<file path="src/rtl/muart_pkg.sv">
package muart_pkg;

   localparam int BUS_W  = 32;
   localparam int ADDR_W = 8;

   // register offsets inside the 256-byte window
   localparam logic [ADDR_W-1:0] OFF_SUMMARY = 8'h00;
   localparam logic [ADDR_W-1:0] OFF_ENABLES = 8'h04;
   localparam logic [ADDR_W-1:0] OFF_DATA    = 8'h40;
   localparam logic [ADDR_W-1:0] OFF_IER     = 8'h44;
   localparam logic [ADDR_W-1:0] OFF_IIR     = 8'h48;
   localparam logic [ADDR_W-1:0] OFF_LSR     = 8'h54;
   localparam logic [ADDR_W-1:0] OFF_XCTL    = 8'h60;
   localparam logic [ADDR_W-1:0] OFF_XSTAT   = 8'h64;

   typedef enum logic [3:0] {
      SEL_NONE,
      SEL_SUMMARY,
      SEL_ENABLES,
      SEL_DATA,
      SEL_IER,
      SEL_IIR,
      SEL_LSR,
      SEL_XCTL,
      SEL_XSTAT
   } reg_sel_e;

   // interrupt enable bit positions
   localparam int IE_TX_BIT     = 0;
   localparam int IE_RX_BIT     = 1;
   localparam int IIR_FLUSH_BIT = 1;

   // fixed parts of the status words
   localparam logic [BUS_W-1:0] ENABLES_VAL    = 32'h0000_0001;
   localparam logic [BUS_W-1:0] IER_FIXED      = 32'h0000_00C0;
   localparam logic [7:0]       IIR_FIXED      = 8'hC0;
   localparam logic [7:0]       IIR_RX_CAUSE   = 8'h04;
   localparam logic [7:0]       IIR_TX_CAUSE   = 8'h02;
   localparam logic [7:0]       IIR_NONE_PEND  = 8'h01;
   localparam logic [BUS_W-1:0] LSR_FIXED      = 32'h0000_0060;
   localparam logic [BUS_W-1:0] XCTL_VAL       = 32'h0000_0003;
   localparam logic [BUS_W-1:0] XSTAT_FIXED    = 32'h0000_030E;
   localparam int               XSTAT_FILL_LSB = 16;

endpackage

</file>
<file path="src/rtl/muart_decode.sv">
module muart_decode
   import muart_pkg::*;
(
   input  logic [ADDR_W-1:0] addr,
   output reg_sel_e          sel
);

   always_comb begin
      case (addr)
         OFF_SUMMARY: sel = SEL_SUMMARY;
         OFF_ENABLES: sel = SEL_ENABLES;
         OFF_DATA:    sel = SEL_DATA;
         OFF_IER:     sel = SEL_IER;
         OFF_IIR:     sel = SEL_IIR;
         OFF_LSR:     sel = SEL_LSR;
         OFF_XCTL:    sel = SEL_XCTL;
         OFF_XSTAT:   sel = SEL_XSTAT;
         // placeholder registers, unknown and misaligned offsets
         default:     sel = SEL_NONE;
      endcase
   end

endmodule

</file>
<file path="src/rtl/muart_rx_ring.sv">
module muart_rx_ring #(
   parameter int DEPTH  = 8,
   parameter int DATA_W = 8,
   parameter int CNT_W  = $clog2(DEPTH + 1)
) (
   input  logic              clk,
   input  logic              rst,
   input  logic              push_valid,
   input  logic [DATA_W-1:0] push_data,
   output logic              push_ready,
   input  logic              pop,
   input  logic              flush,
   output logic [DATA_W-1:0] head,
   output logic [CNT_W-1:0]  fill,
   output logic              nonempty
);

   localparam int  PTR_W   = (DEPTH > 1) ? $clog2(DEPTH) : 1;
   localparam bit  IS_POW2 = ((DEPTH & (DEPTH - 1)) == 0);

   if (CNT_W != $clog2(DEPTH + 1)) begin : g_cnt_w_bad
      $error("muart_rx_ring: CNT_W must equal clog2(DEPTH+1)");
   end

   logic [DATA_W-1:0] mem [DEPTH];
   logic [PTR_W-1:0]  rd_ptr;
   logic [PTR_W-1:0]  rd_next;
   logic [PTR_W-1:0]  wr_slot;
   logic [CNT_W-1:0]  cnt;
   logic              accept;
   logic              take;

   assign push_ready = (cnt < CNT_W'(DEPTH));
   assign nonempty   = (cnt != '0);
   assign fill       = cnt;
   assign head       = mem[rd_ptr];
   assign accept     = push_valid & push_ready & ~flush;
   assign take       = pop & nonempty & ~flush;

   if (IS_POW2) begin : g_pow2_wrap
      // natural overflow of the pointer does the modulo
      assign wr_slot = rd_ptr + cnt[PTR_W-1:0];
      assign rd_next = rd_ptr + 1'b1;
   end else begin : g_mod_wrap
      logic [PTR_W:0] slot_sum;
      assign slot_sum = {1'b0, rd_ptr} + {1'b0, cnt[PTR_W-1:0]};
      assign wr_slot  = (slot_sum >= (PTR_W+1)'(DEPTH))
                        ? PTR_W'(slot_sum - (PTR_W+1)'(DEPTH))
                        : slot_sum[PTR_W-1:0];
      assign rd_next  = (rd_ptr == PTR_W'(DEPTH - 1)) ? '0 : rd_ptr + 1'b1;
   end

   always_ff @(posedge clk) begin
      if (rst) begin
         rd_ptr <= '0;
         cnt    <= '0;
      end else begin
         if (flush) begin
            cnt <= '0;
         end else begin
            cnt <= cnt + CNT_W'(accept) - CNT_W'(take);
         end
         if (take) begin
            rd_ptr <= rd_next;
         end
      end
   end

   always_ff @(posedge clk) begin
      if (accept) begin
         mem[wr_slot] <= push_data;
      end
   end


   fill_bound_chk: assert property (@(posedge clk) disable iff (rst)
      cnt <= CNT_W'(DEPTH));


   full_hold_chk: assert property (@(posedge clk) disable iff (rst)
      (push_valid && !push_ready && !pop && !flush) |=> (cnt == $past(cnt)));


   pop_step_chk: assert property (@(posedge clk) disable iff (rst)
      (pop && nonempty && !push_valid && !flush) |=> (cnt == $past(cnt) - 1'b1));


   empty_pop_chk: assert property (@(posedge clk) disable iff (rst)
      (pop && !nonempty && !push_valid && !flush) |=> (cnt == '0 && $stable(rd_ptr)));


   flush_clear_chk: assert property (@(posedge clk) disable iff (rst)
      flush |=> (cnt == '0));

endmodule

</file>
<file path="src/rtl/muart_irq.sv">
module muart_irq
   import muart_pkg::*;
(
   input  logic [1:0] ie,
   input  logic       rx_nonempty,
   output logic [1:0] pending,
   output logic       irq,
   output logic [7:0] iir_code
);

   always_comb begin
      pending            = '0;
      pending[IE_RX_BIT] = ie[IE_RX_BIT] & rx_nonempty;
      // transmit side is always drained, so an enabled TX cause is always live
      pending[IE_TX_BIT] = ie[IE_TX_BIT];
   end

   assign irq = (pending != '0);

   always_comb begin
      iir_code = IIR_FIXED;
      // receive cause reported in preference to transmit
      if (rx_nonempty) begin
         iir_code = iir_code | IIR_RX_CAUSE;
      end else begin
         iir_code = iir_code | IIR_TX_CAUSE;
      end
      if (!irq) begin
         iir_code = iir_code | IIR_NONE_PEND;
      end
   end

endmodule

</file>
<file path="src/rtl/muart_rdmux.sv">
module muart_rdmux
   import muart_pkg::*;
#(
   parameter int DATA_W = 8,
   parameter int CNT_W  = 4
) (
   input  logic              rd_en,
   input  reg_sel_e          sel,
   input  logic [DATA_W-1:0] head,
   input  logic [1:0]        ie,
   input  logic [7:0]        iir_code,
   input  logic              irq,
   input  logic              nonempty,
   input  logic [CNT_W-1:0]  fill,
   output logic [BUS_W-1:0]  rdata
);

   always_comb begin
      rdata = '0;
      if (rd_en) begin
         case (sel)
            SEL_SUMMARY: rdata = {{(BUS_W-1){1'b0}}, irq};
            SEL_ENABLES: rdata = ENABLES_VAL;
            SEL_DATA:    rdata = BUS_W'(head);
            SEL_IER:     rdata = IER_FIXED | BUS_W'(ie);
            SEL_IIR:     rdata = BUS_W'(iir_code);
            SEL_LSR:     rdata = LSR_FIXED | BUS_W'(nonempty);
            SEL_XCTL:    rdata = XCTL_VAL;
            SEL_XSTAT:   rdata = XSTAT_FIXED | BUS_W'(nonempty)
                                 | (BUS_W'(fill) << XSTAT_FILL_LSB);
            default:     rdata = '0;
         endcase
      end
   end

endmodule

</file>
<file path="src/rtl/mini_uart_regs.sv">
module mini_uart_regs
   import muart_pkg::*;
#(
   parameter int DATA_W   = 8,
   parameter int RX_DEPTH = 8
) (
   input  logic              clk,
   input  logic              rst,
   input  logic              reg_rd,
   input  logic              reg_wr,
   input  logic [7:0]        reg_addr,
   input  logic [31:0]       reg_wdata,
   output logic [31:0]       reg_rdata,
   input  logic [DATA_W-1:0] rx_data,
   input  logic              rx_valid,
   output logic              rx_ready,
   output logic [DATA_W-1:0] tx_data,
   output logic              tx_valid,
   output logic              irq
);

   localparam int CNT_W = $clog2(RX_DEPTH + 1);

   if (DATA_W < 1 || DATA_W > 8) begin : g_data_w_bad
      $error("mini_uart_regs: DATA_W must be 1..8");
   end
   if (RX_DEPTH < 2 || CNT_W > (BUS_W - XSTAT_FILL_LSB)) begin : g_depth_bad
      $error("mini_uart_regs: RX_DEPTH out of range");
   end

   reg_sel_e          sel;
   logic              rd_en;
   logic              wr_data;
   logic              wr_ie;
   logic              flush;
   logic              pop;
   logic [1:0]        ie_q;
   logic              tx_valid_q;
   logic [DATA_W-1:0] tx_data_q;
   logic [DATA_W-1:0] head;
   logic [CNT_W-1:0]  fill;
   logic              nonempty;
   logic [1:0]        pending;
   logic [7:0]        iir_code;
   logic              unused_wbits;

   assign unused_wbits = ^reg_wdata[31:8];

   muart_decode u_decode (
      .addr (reg_addr),
      .sel  (sel)
   );

   // a cycle with both strobes counts as a write only
   assign rd_en   = reg_rd & ~reg_wr;
   assign wr_data = reg_wr & (sel == SEL_DATA);
   assign wr_ie   = reg_wr & (sel == SEL_IER);
   assign flush   = reg_wr & (sel == SEL_IIR) & reg_wdata[IIR_FLUSH_BIT];
   assign pop     = rd_en & (sel == SEL_DATA);

   always_ff @(posedge clk) begin
      if (rst) begin
         ie_q       <= '0;
         tx_valid_q <= 1'b0;
         tx_data_q  <= '0;
      end else begin
         if (wr_ie) begin
            ie_q <= reg_wdata[1:0];
         end
         tx_valid_q <= wr_data;
         if (wr_data) begin
            tx_data_q <= reg_wdata[DATA_W-1:0];
         end
      end
   end

   assign tx_valid = tx_valid_q;
   assign tx_data  = tx_data_q;

   muart_rx_ring #(
      .DEPTH  (RX_DEPTH),
      .DATA_W (DATA_W),
      .CNT_W  (CNT_W)
   ) u_ring (
      .clk        (clk),
      .rst        (rst),
      .push_valid (rx_valid),
      .push_data  (rx_data),
      .push_ready (rx_ready),
      .pop        (pop),
      .flush      (flush),
      .head       (head),
      .fill       (fill),
      .nonempty   (nonempty)
   );

   muart_irq u_irq (
      .ie          (ie_q),
      .rx_nonempty (nonempty),
      .pending     (pending),
      .irq         (irq),
      .iir_code    (iir_code)
   );

   muart_rdmux #(
      .DATA_W (DATA_W),
      .CNT_W  (CNT_W)
   ) u_rdmux (
      .rd_en    (rd_en),
      .sel      (sel),
      .head     (head),
      .ie       (ie_q),
      .iir_code (iir_code),
      .irq      (irq),
      .nonempty (nonempty),
      .fill     (fill),
      .rdata    (reg_rdata)
   );


   irq_tx_chk: assert property (@(posedge clk) disable iff (rst)
      ie_q[IE_TX_BIT] |-> irq);


   irq_idle_chk: assert property (@(posedge clk) disable iff (rst)
      (ie_q == 2'b00) |-> !irq);


   ie_hold_chk: assert property (@(posedge clk) disable iff (rst)
      !wr_ie |=> $stable(ie_q));


   tx_one_beat_chk: assert property (@(posedge clk) disable iff (rst)
      (tx_valid && !wr_data) |=> !tx_valid);

endmodule

</file>
<file path="config.mk">
export PLATFORM = sky130hd
export DESIGN_NAME = mini_uart_regs
export DESIGN_NICKNAME = d
export VERILOG_FILES = /design/src/rtl/muart_pkg.sv /design/src/rtl/muart_decode.sv /design/src/rtl/muart_rx_ring.sv /design/src/rtl/muart_irq.sv /design/src/rtl/muart_rdmux.sv /design/src/rtl/mini_uart_regs.sv
export SDC_FILE = /design/constraint.sdc
export NUM_CORES = 1
export LEC_CHECK = 0
export ABC_CLOCK_PERIOD_IN_PS = 4100
export BUFFER_PORTS_ARGS = -buffer_cell sky130_fd_sc_hd__buf_2
export CORE_ASPECT_RATIO = 0.5
export CORE_MARGIN = 2
export CORE_UTILIZATION = 35
export DETAILED_ROUTE_END_ITERATION = 10
export MAX_ROUTING_LAYER = met4
export PLACE_DENSITY_LB_ADDON = 0.08
export SLEW_MARGIN = 25
export SYNTH_ARGS = -nofsm -noshare
export SYNTH_HDL_FRONTEND = slang
export SYNTH_SLANG_ARGS = --single-unit
</file>
<file path="constraint.sdc">
create_clock -name clk -period 4.1 [get_ports clk]
set_clock_uncertainty 0.15 [all_clocks]
set_input_delay 0 -clock clk [delete_from_list [all_inputs] [get_ports clk]]
set_output_delay 0 -clock clk [all_outputs]
set_load 0.01 [all_outputs]
</file>
After elaboration in Yosys (flattened, before gate mapping):

Memories as Yosys holds them, arrays and structs flattened. A register that Yosys moved wholly into a read port is not among the register bits.
Index checks and enable logic that the tools add are counted.

* output and inout bits: 43
* bits in writable memories: 64
* register bits: 18
* input port bits: 53
* memories: 1
* logic and storage cells: 53

Memories
* u_ring.mem: depth 8, bits a word 8, rd ports 1, clocked after Yosys merged registers in 1, wr ports 1, line muart_rx_ring.sv:25 `logic [DATA_W-1:0] mem [DEPTH];`

* reductions and logical operators: 4
* add/sub/neg operators: 4
* equality and inequality tests: 15
* bitwise gates (word level): 14
* multiplexer cells: 9
* order comparisons: 1

Operators with widths (count)
* $pmux W20 S8: 1
* $eq A8 B7 Y1 const B: 6
* $mux W32: 1
* $pmux W4 S8: 1
* $or A10 B20 Y20: 1
* $eq A4 B3 Y1 const B: 4
* $and A1 B1 Y1: 11
* $mux W3: 3
* $eq A4 B2 Y1 const B: 2
* $eq A8 B3 Y1 const B: 1
* $logic_not A8 Y1: 1
* $add A4 B1 Y4: 1
* $eq A4 B1 Y1 const B: 1
* $eq A4 B4 Y1 const B: 1
* $lt A4 B4 Y1 const B: 1
* $reduce_bool A4 Y1: 1
* $sub A4 B1 Y4: 1
* $add A3 B1 Y3 const B: 1
* $add A3 B3 Y3: 1
* $mux W1: 3
* $not A1 Y1: 2
* $reduce_bool A2 Y1: 1
* $reduce_or A2 Y1: 1

Logic depth before layout (Yosys ltp):

Gate-level depths: netlist of the first run.

* depth after elaboration: 9
* mapped depth: 12
* depth with buffers taken out: 11

Modules after synthesis:

From an unflattened synthesis of the first run, not the netlist that was laid out.

* cells, all modules: 331
* area total of the unflattened synthesis: 4409.2 sq um

Modules (own cells, without submodules)
* muart_rx_ring: area each 3105.5 sq um, instances 1, cells each 167
* muart_rdmux: area each 566.8 sq um, instances 1, cells each 82
* mini_uart_regs: area each 529.3 sq um, instances 1, cells each 53
* muart_decode: area each 125.1 sq um, instances 1, cells each 16
* muart_irq: area each 82.6 sq um, instances 1, cells each 13

Worst setup path after synthesis of the first run:

Ideal clock, no wire load.

* path kind: input -> register
* start: input reg_addr[7]
* end: register u_ring.cnt[2], in the netlist u_ring.fill[2]
* data required time: 3.836 ns
* path slack: 1.595 ns
* stages on the path: 12
* data arrival time: 2.240 ns
* buffers on the path: 1
* path through: or4b_1 > buf_6 > nor3_1 > nand3_1 > nor3_1 > ha_1 > inv_1 > ha_1 > inv_1 > fa_1 > xor2_1 > nor2_1

* elaborated cells on any way between the ends: 21

RTL lines
* start: declaration: line mini_uart_regs.sv:11 `input logic [7:0] reg_addr,`
* $eq A8 B7 Y1 (tied with other cells): line muart_decode.sv:9 `case (addr)`
* $pmux W4 S8 *: line muart_decode.sv:9
* $eq A4 B3 Y1: line mini_uart_regs.sv:58 `assign flush = reg_wr & (sel == SEL_IIR) & reg_wdata[IIR_FLUSH_BIT];`
* $and A1 B1 Y1 (2 in a row): line mini_uart_regs.sv:58
* $not A1 Y1: line muart_rx_ring.sv:38 `assign take = pop & nonempty & ~flush;`
* $and A1 B1 Y1 *: line muart_rx_ring.sv:38
* net u_ring.take: line muart_rx_ring.sv:31 `logic take;`
* $sub A4 B1 Y4 *: line muart_rx_ring.sv:61 `cnt <= cnt + CNT_W'(accept) - CNT_W'(take);`
* end signal: assignment: line muart_rx_ring.sv:61
* end: declaration: line muart_rx_ring.sv:29 `logic [CNT_W-1:0] cnt;`

The timed path passes the listed nets; every way through them passes the cells marked *.
A chain may end at the register's enable or synchronous reset.

==> results_dict.tcl, run 1 <==
set metrics [dict create \
    vias_per_cell 4.78 \
    ys_types 49 \
    dr_total_vias 2525 \
    grt_pass1_vias 2497 \
    cts_buffer_depth 2 \
    drive_gt1_share_pct 26.9 \
    maxSlewViolCount 0 \
    syn_area_um2 3930 \
    criticalPathCategory "flip-flop to output pin" \
    wl_um 8680 \
    setup_viol 0 \
    layout_common_cells "edfxtp_1 (64), buf_2 (53), dlygate4sd3_1 (32), nor2_1 (25), dfxtp_1 (21)" \
    worstPathMaxFanout 9 \
    fillers 989 \
    worst_pin_slew_ns 0.925 \
    synth-main-ff-cell "edfxtp_1" \
    synth_edf_count 64 \
    detail-route-antenna-nets 0 \
    yosysWarningCount 0 \
    p_leak_uw 0.00179 \
    cts_tree "yes" \
    min_path_type "primary input to flip-flop" \
    grt_overflow_total 0 \
    drv_cap 0 \
    grt_pass1_wl_um 13300 \
    root_buffer "clkbuf_16" \
    dr.pass1.iters 4 \
    async_flop_share_pct 0 \
    core_region_area_um2 11000 \
    dp_slack_ns 1.09 \
    grt_max_degree 17 \
    portBuffers 53 \
    wl_per_cell_um 16.4 \
    start_util_pct 35.8 \
    fin_crit_sh_pct 68.5 \
    slew_headroom_pct 38.1 \
    cp_slowest_cell "dfxtp_1" \
    synth_top_area_share_pct 48.9 \
    period_needed_ns 2.81 \
    syn_avg_cell_area_um2 13.4 \
    cts.sinks 85 \
    cts.repair.resized 0 \
    area_growth_pct 24.6 \
    fmax_mhz 356 \
    synth_seq_cells 85 \
    synth_area_leaders "edfxtp_1 (49%), dfxtp_1 (11%), mux4_2 (9.2%)" \
    ir_drop_v 0.000175 \
    path_cells "buf_4 -> mux4_2 -> mux2_2 -> a221oi_1 -> nor2_1 -> buf_2" \
    die_h_um 78.9 \
    arrival_ns 2.66 \
    io-pin-count 96 \
    hold_viol 0 \
    nets 441 \
    drc 0 \
    cpPeakStageDelay_ns 0.70 \
    holdBufCountCts 32 \
    clkSlewWorstSetupHoldPaths_ns 0.06 \
    status "finished clean" \
    yosysSeqAreaShare_pct 59.6 \
    finalSetupTns_ns 0 \
    syn_inst 293 \
    cts_max_level 3 \
    yosys.area.top_type "edfxtp_1" \
    hpwlAfterDp_um 5760 \
    drtIter0Drc 117 \
    row_count 27 \
    clk-insertion-delay-late_ns 0.33 \
    antenna_found_initial 0 \
    die-area_um2 12100 \
    grt_use_total_pct 15.5 \
    dieWidth_um 154 \
    cp_data_required_time_ns 3.95 \
    layout_commonest_cell "edfxtp_1" \
    cts-buffers-inserted 9 \
    setup_slack_ns 1.29 \
    cts_setup_buffers 0 \
    power.density_nw_per_um2 430 \
    gp_congestion 0.763 \
    rsz0062_at_grt "false" \
    start_kind "flip-flop" \
    crit_path_end_kind "output pin" \
    antenna_cells 0 \
]
## path summary, 6_finish.rpt
path	start	endpoint	slack [ns]	depth (start not counted)
worst min-delay path	reg_wr	tx_valid	0.11	3
worst min register to register	tx_data[1]	tx_data[1]	0.30	2
worst max register to register	u_ring.fill[0]	u_ring.mem[6][0]	1.44	5
worst max-delay path	flip-flop	reg_rdata[1]	1.29	6
## state kept, by name (all words and copies together), names as in the netlist, named ones only
register and cells:
u_ring.fill 4, u_ring.rd_ptr 3, u_ring.mem 64, tx_data 8, ie_q 2, tx_valid 1
## cell type report
cell class	count	area [um2]	area share, %
sequential	85	2340	47.8
multi-input combinational	178	1400	28.5
timing repair buffer	91	631	12.9
clock buffer	9	225	4.60
tap	145	181	3.70
clock inverter	6	71.3	1.46
inverter	14	52.6	1.07
## cells in the mapped netlist (all sizes together) (2+ instances only)
library cell	n
nor2b	4
nand3	10
a21o	2
o22ai	2
fa	2
o32a	2
mux2	3
nand2	16
xnor2	4
ha	7
buf	25
dfxtp	21
mux2i	7
a21oi	13
and3	2
mux4	16
a32oi	2
nor3	13
xor2	5
edfxtp	64
nand2b	3
clkbuf	8
nor2	26
inv	14
a2111oi	3
## layer usage
| metal | vias up | track usage [%] | routed length, um |
|---|---|---|---|
| met5 | - | - | 0 |
| met4 | 0 | 4.21 | 101 |
| met3 | 8 | 4.80 | 410 |
| met2 | 68 | 25.5 | 4010 |
| met1 | 1225 | 18.7 | 4160 |
| li1 | 1224 | - | - |
## where the power goes
part           internal, uW  switching (uW)  leakage (uW)  total (uW)
clock network           475             334      0.000144         809
registers               985            17.8      0.000750        1000
logic                   121             174      0.000900         294
total                  1580             526       0.00179        2110
## cell families (layout without fill, tap and decap cells)
family / count (synthesis) / after routing / share of synthesized area [%]
AO/OA/AOI/OAI: 33 / 33 / 5.82
other: 1 / 18 / 0.0954
adder cells (fa/ha/maj): 9 / 9 / 3.25
buffers and inverters: 47 / 120 / 6.78
XOR/XNOR: 9 / 9 / 2.00
flip-flops: 85 / 85 / 59.6
multiplexers: 26 / 26 / 11.8
AND/OR/NAND/NOR: 83 / 83 / 10.7
## critical path: cells and delay by family, from the launching register on
kind | cells | cell delay [ns]
multiplexers | 2 | 0.81
flip-flops | 1 | 0.70
buffers and inverters | 2 | 0.47
AO/OA/AOI/OAI | 1 | 0.25
AND/OR/NAND/NOR | 1 | 0.09
## per-stage QoR
stage	hold WS, ns	util, %	area, um2	total power, uW	std cells
CTS	0.109	44.6	4900	2140	528
detailed placement	0.113	39.0	4280	1300	481
global route	0.131	44.6	4900	2200	528
global placement	0.107	39.0	4280	1300	481
finish	0.108	44.6	4900	2110	528
floorplan	-0.0511	-	4000	1210	310
(Power assumes the default switching activity.)
==> inputs of run 2 (changes only) <==
- ABC_CLOCK_PERIOD_IN_PS: 4100 -> 2850
- clock period: 4.1 -> 2.85 ns (I/O delays scaled with it)
==> run 2 against run 1 <==
Final area is 1.0% higher. Global-route usage is 0.40 points higher. Sequential share of layout area is 0.47 points lower. Sequential cell count stayed put.
==> results_dict.tcl, run 2 (synthesis results as in run 1) <==
set metrics [dict create \
    status "finished clean" \
    endpoint "reg_rdata[2]" \
    arrival_ns 2.41 \
    drtIter0Drc 157 \
    worst-r2r-setup-slack_ns 0.36 \
    dr.pass1.iters 4 \
    row_count 27 \
    nets 451 \
    cp_slowest_cell "dfxtp_1" \
    slew_headroom_pct 54.9 \
    cts_setup_buffers 0 \
    dieWidth_um 154 \
    clk-insertion-delay-late_ns 0.33 \
    grt_overflow_total 0 \
    clkSlewWorstSetupHoldPaths_ns 0.06 \
    cp_data_required_time_ns 2.70 \
    hpwlAfterDp_um 6000 \
    p_leak_uw 0.00183 \
    root_buffer "clkbuf_16" \
    min_path_type "primary input to flip-flop" \
    ir_drop_v 0.000288 \
    area_growth_pct 25.9 \
    drive_gt1_share_pct 28.2 \
    layout_common_cells "edfxtp_1 (64), buf_2 (53), dlygate4sd3_1 (32), nor2_1 (25), dfxtp_1 (21)" \
    gp_congestion 0.791 \
    wl_um 8880 \
    fillers 1003 \
    regMostFlops "u_ring.mem" \
    antenna_cells 0 \
    fin_area_um2 4950 \
    rsz0062_at_grt "false" \
    core_region_area_um2 11000 \
    place_area_um2 4350 \
    die_h_um 78.9 \
    detail-route-antenna-nets 0 \
    cts_buffer_depth 2 \
    cts_max_level 3 \
    cts.sinks 85 \
    cts_tree "yes" \
    period_needed_ns 2.56 \
    vias_per_cell 4.85 \
    setup_viol 0 \
    path_cells "buf_4 -> mux4_2 -> mux2i_1 -> o221a_2 -> nor2_2 -> buf_2" \
    power.density_nw_per_um2 599 \
    cts-buffers-inserted 9 \
    r2r_start "u_ring.fill[2]" \
    fin_crit_sh_pct 89.7 \
    grt_use_total_pct 15.9 \
    power.total_uw 2960 \
    portBuffers 53 \
    largest_register_ffs 64 \
    layout_commonest_cell "edfxtp_1" \
    drc 0 \
    criticalPathCategory "flip-flop to output pin" \
    maxSlewViolCount 0 \
    cpPeakStageDelay_ns 0.58 \
    worst_pin_slew_ns 0.675 \
    fin_util_pct 45.1 \
    finalSetupTns_ns 0 \
    worstPathMaxFanout 7 \
    dr_total_vias 2610 \
    grt_max_degree 17 \
    antenna_found_initial 0 \
    io-pin-count 96 \
    r2r_cells 11 \
    wl_per_cell_um 16.5 \
    hold_viol 0 \
    crit_path_end_kind "output pin" \
    drv_cap 0 \
    start_util_pct 35.8 \
    grt_pass1_wl_um 13800 \
    start_kind "flip-flop" \
    grt_pass1_vias 2560 \
    fmax_mhz 391 \
    die-area_um2 12100 \
    r2r-end "u_ring.fill[3]" \
]
-- run 2: changes by cell type in the layout (fill, tap and decap cells not counted) --
cell	change
clkinv_4	-1
nor3_1	+2
buf_4	+10
clkinvlp_4	+1
nor3_2	-2
inv_8	+1
inv_6	+1
bufinv_16	-1
clkinv_2	-1
-- run 2: timing repair --
item,4_1_cts,5_1_grt
endpoints found under the setup margin,0,0
endpoints found under the hold margin,85,0
hold buffers,32,0
gates resized for setup,0,0
-- run 2: power by group --
| group | switching (uW) | leakage, uW | internal (uW) | total (uW) |
|---|---|---|---|---|
| Clock | 489 | 0.000132 | 603 | 1090 |
| Combinational | 252 | 0.000948 | 178 | 430 |
| Sequential | 25.9 | 0.000750 | 1420 | 1440 |
| Total | 766 | 0.00183 | 2200 | 2960 |
-- run 2: final cells by class --
| type | instances | area, um2 | share of cell area, % |
|---|---|---|---|
| Multi-Input combinational cell | 178 | 1390 | 28.0 |
| Timing Repair Buffer | 101 | 706 | 14.3 |
| Tap cell | 145 | 181 | 3.67 |
| Inverter | 14 | 52.6 | 1.06 |
| Sequential cell | 85 | 2340 | 47.3 |
| Clock inverter | 6 | 55.1 | 1.11 |
| Clock buffer | 9 | 225 | 4.55 |
-- run 2: stage by stage --
stage / instances / setup WS (ns) / hold slack, ns
2_1_floorplan: 310 / 0.345 / -0.0511
3_3_place_gp: 491 / 0.156 / 0.107
3_5_place_dp: 491 / 0.146 / 0.114
4_1_cts: 538 / 0.206 / 0.0922
5_1_grt: 538 / 0.0539 / 0.137
6_report: 538 / 0.293 / 0.104
-- run 2: routing by layer --
metal  share of wire (%)  GRT usage [%]  vias to the layer above
li1                    -              -                     1242
met1                  47           19.6                     1273
met2                  47           25.9                       87
met3                 5.3           4.26                        8
met4                 1.3           5.23                        0
met5                   0              -                        -
-- run 2: worst min path at each step --
stage                       startpoint                to  cells after the start
final                           reg_wr    u_ring.fill[1]                      3
after global routing            reg_wr    u_ring.fill[3]                      3
after detailed placement  reg_wdata[6]        tx_data[6]                      3
after global placement    reg_wdata[3]        tx_data[3]                      3
after floorplan             rx_data[0]  u_ring.mem[0][0]                      0
after CTS                       reg_wr          tx_valid                      3
-- run 2: worst max-delay path, delay by kind of cell (launching register included) --
family / cells / cell delay, ns
buffers and inverters: 2 / 0.42
DFF: 1 / 0.58
muxes: 2 / 0.78
and+or+nand+nor: 1 / 0.04
AOI/OAI and AO/OA: 1 / 0.24
==> inputs of run 3 (changes only) <==
- CORE_ASPECT_RATIO: 0.5 -> unset
==> run 3 against run 2 <==
First-iteration DRC count up 0.64%. Global-route usage up 0.70 points. Worst setup slack worse by 0.11 ns. Final area down 1.4%. Sequential share of layout area up 0.66 points. Clock power down 19%. Largest power group unchanged. Highest routed layer unchanged. Critical path depth up 3. Largest cell class unchanged. Via count down 1.2%. Fmax down 4.0%. Worst hold slack worse by 0.032 ns. Core utilization down 0.24 points.
==> results_dict.tcl, run 3 (synthesis results as in run 1) <==
set metrics [dict create \
    grt_pass1_vias 2628 \
    cts_buffer_depth 2 \
    cts_setup_buffers 0 \
    grt_max_degree 17 \
    drt-met1-wl_um 4090 \
    row_count 38 \
    grt_pass1_wl_um 14100 \
    die-area_um2 12100 \
    setup_viol 0 \
    clk-insertion-delay-late_ns 0.35 \
    dr.pass1.iters 4 \
    seqCellArea_um2 2340 \
    fin_crit_sh_pct 93.5 \
    drive_gt1_share_pct 28.5 \
    grt_overflow_total 0 \
    drv_cap 0 \
    regMostFlops "u_ring.mem" \
    r2r_cells 11 \
    finalSetupTns_ns 0 \
    dr_wl_met3_um 455 \
    worst-r2r-setup-slack_ns 0.33 \
    gp_congestion 0.878 \
    layout_common_cells "edfxtp_1 (64), buf_2 (53), dlygate4sd3_1 (32), nor2_1 (25), dfxtp_1 (21)" \
    io-pin-count 96 \
    antenna_found_initial 0 \
    start_kind "primary input" \
    fmax_mhz 375 \
    worstPathMaxFanout 8 \
    dr_total_vias 2579 \
    route.met2.wl_um 4380 \
    period_needed_ns 2.66 \
    dp_slack_ns 0.144 \
    power.density_nw_per_um2 564 \
    drtIter0Drc 158 \
    arrival_ns 2.82 \
    cts_max_level 3 \
    nets 453 \
    status "finished clean" \
    min_to "u_ring.fill[0]" \
    slew_headroom_pct 57.8 \
    wl_um 9080 \
    antenna_cells 0 \
    grt_use_total_pct 16.6 \
    criticalPathCategory "primary input to flip-flop" \
    min_delay_path_depth 3 \
    worst_pin_slew_ns 0.632 \
    routed.top_layer "met4" \
    cp_data_required_time_ns 3.00 \
    start_util_pct 36.1 \
    largest_register_ffs 64 \
    maxSlewViolCount 0 \
    core_region_area_um2 10900 \
    fillers 1012 \
    hpwlAfterDp_um 6160 \
    drc 0 \
    rsz0062_at_grt "false" \
    r2r-end "u_ring.fill[2]" \
    setup_slack_ns 0.186 \
    cts-buffers-inserted 9 \
    cts_tree "yes" \
    die_h_um 110 \
    hold_viol 0 \
    detail-route-antenna-nets 0 \
    wl_per_cell_um 16.9 \
    cts.sinks 85 \
    ir_drop_v 0.000320 \
    crit_path_end_kind "flip-flop" \
    vias_per_cell 4.81 \
    portBuffers 53 \
    dieWidth_um 110 \
    p_leak_uw 0.00181 \
    multi_input_area_um2 1390 \
    min_path_type "primary input to flip-flop" \
    clkSlewWorstSetupHoldPaths_ns 0.09 \
    root_buffer "clkbuf_8" \
    hp-start "reg_wr" \
    r2r_start "u_ring.fill[2]" \
    area_growth_pct 24.2 \
    layout_commonest_cell "edfxtp_1" \
]
[run 3: cell count changes in the layout (fill, tap and decap cells not counted), sizes merged]
cell,delta
clkinvlp,-2
clkinv,+1
clkbuf,+1
bufinv,+1
buf,+2
[run 3: per-stage QoR]
step / total power, uW / instance area [um2] / hold WS [ns] / util [%] / cells
final: 2750 / 4880 / 0.0721 / 44.8 / 536
after global placement: 1880 / 4360 / 0.103 / 40.0 / 488
after floorplan: 1740 / 4000 / -0.0511 / - / 310
after detailed placement: 1890 / 4360 / 0.114 / 40.0 / 488
after global routing: 2900 / 4880 / 0.0768 / 44.8 / 536
after CTS: 2800 / 4880 / 0.0663 / 44.8 / 536
[run 3: how the worst max path moves through the flow]
stage | from | endpoint | depth (start not counted)
2_1_floorplan | reg_addr[7] | u_ring.fill[2] | 12
3_5_place_dp | reg_addr[7] | u_ring.fill[2] | 12
5_1_grt | reg_addr[7] | tx_data[0] | 9
3_3_place_gp | reg_addr[7] | u_ring.fill[2] | 12
6_report | reg_addr[7] | tx_data[7] | 9
4_1_cts | reg_addr[7] | tx_data[5] | 9
[run 3: repair_timing]
action | CTS | global route
resized for setup | 0 | 0
setup endpoints to repair | 0 | 0
hold buffers | 32 | 0
hold endpoints to repair | 85 | 0
[run 3: critical path: stages]
cell and delay, ns:
buf_2 0.12, or4b_1 0.55, buf_4 0.19, nor3b_4 0.36, buf_4 0.24, nand3_1 0.08, dlygate4sd3_1 0.57, a21oi_1 0.13
dlygate4sd3_1 0.56
[run 3: power breakdown]
group	internal (uW)	switching (uW)
combinational	183	249
clock	423	460
sequential	1410	25.2
[run 3: cell type report]
| cell class | count | share of cell area, % |
|---|---|---|
| sequential | 85 | 48.0 |
| multi-input combinational | 178 | 28.4 |
| clock buffer | 10 | 2.61 |
| timing repair buffer | 103 | 14.8 |
| inverter | 14 | 1.08 |
| tap | 140 | 3.59 |
| clock inverter | 6 | 1.56 |
[run 3: metal layers]
layer  global-route usage (%)  up-vias
met3                     4.00       14
li1                         -     1246
met4                     5.33        0
met5                        -        -
met1                     19.5     1254
met2                     28.0       65
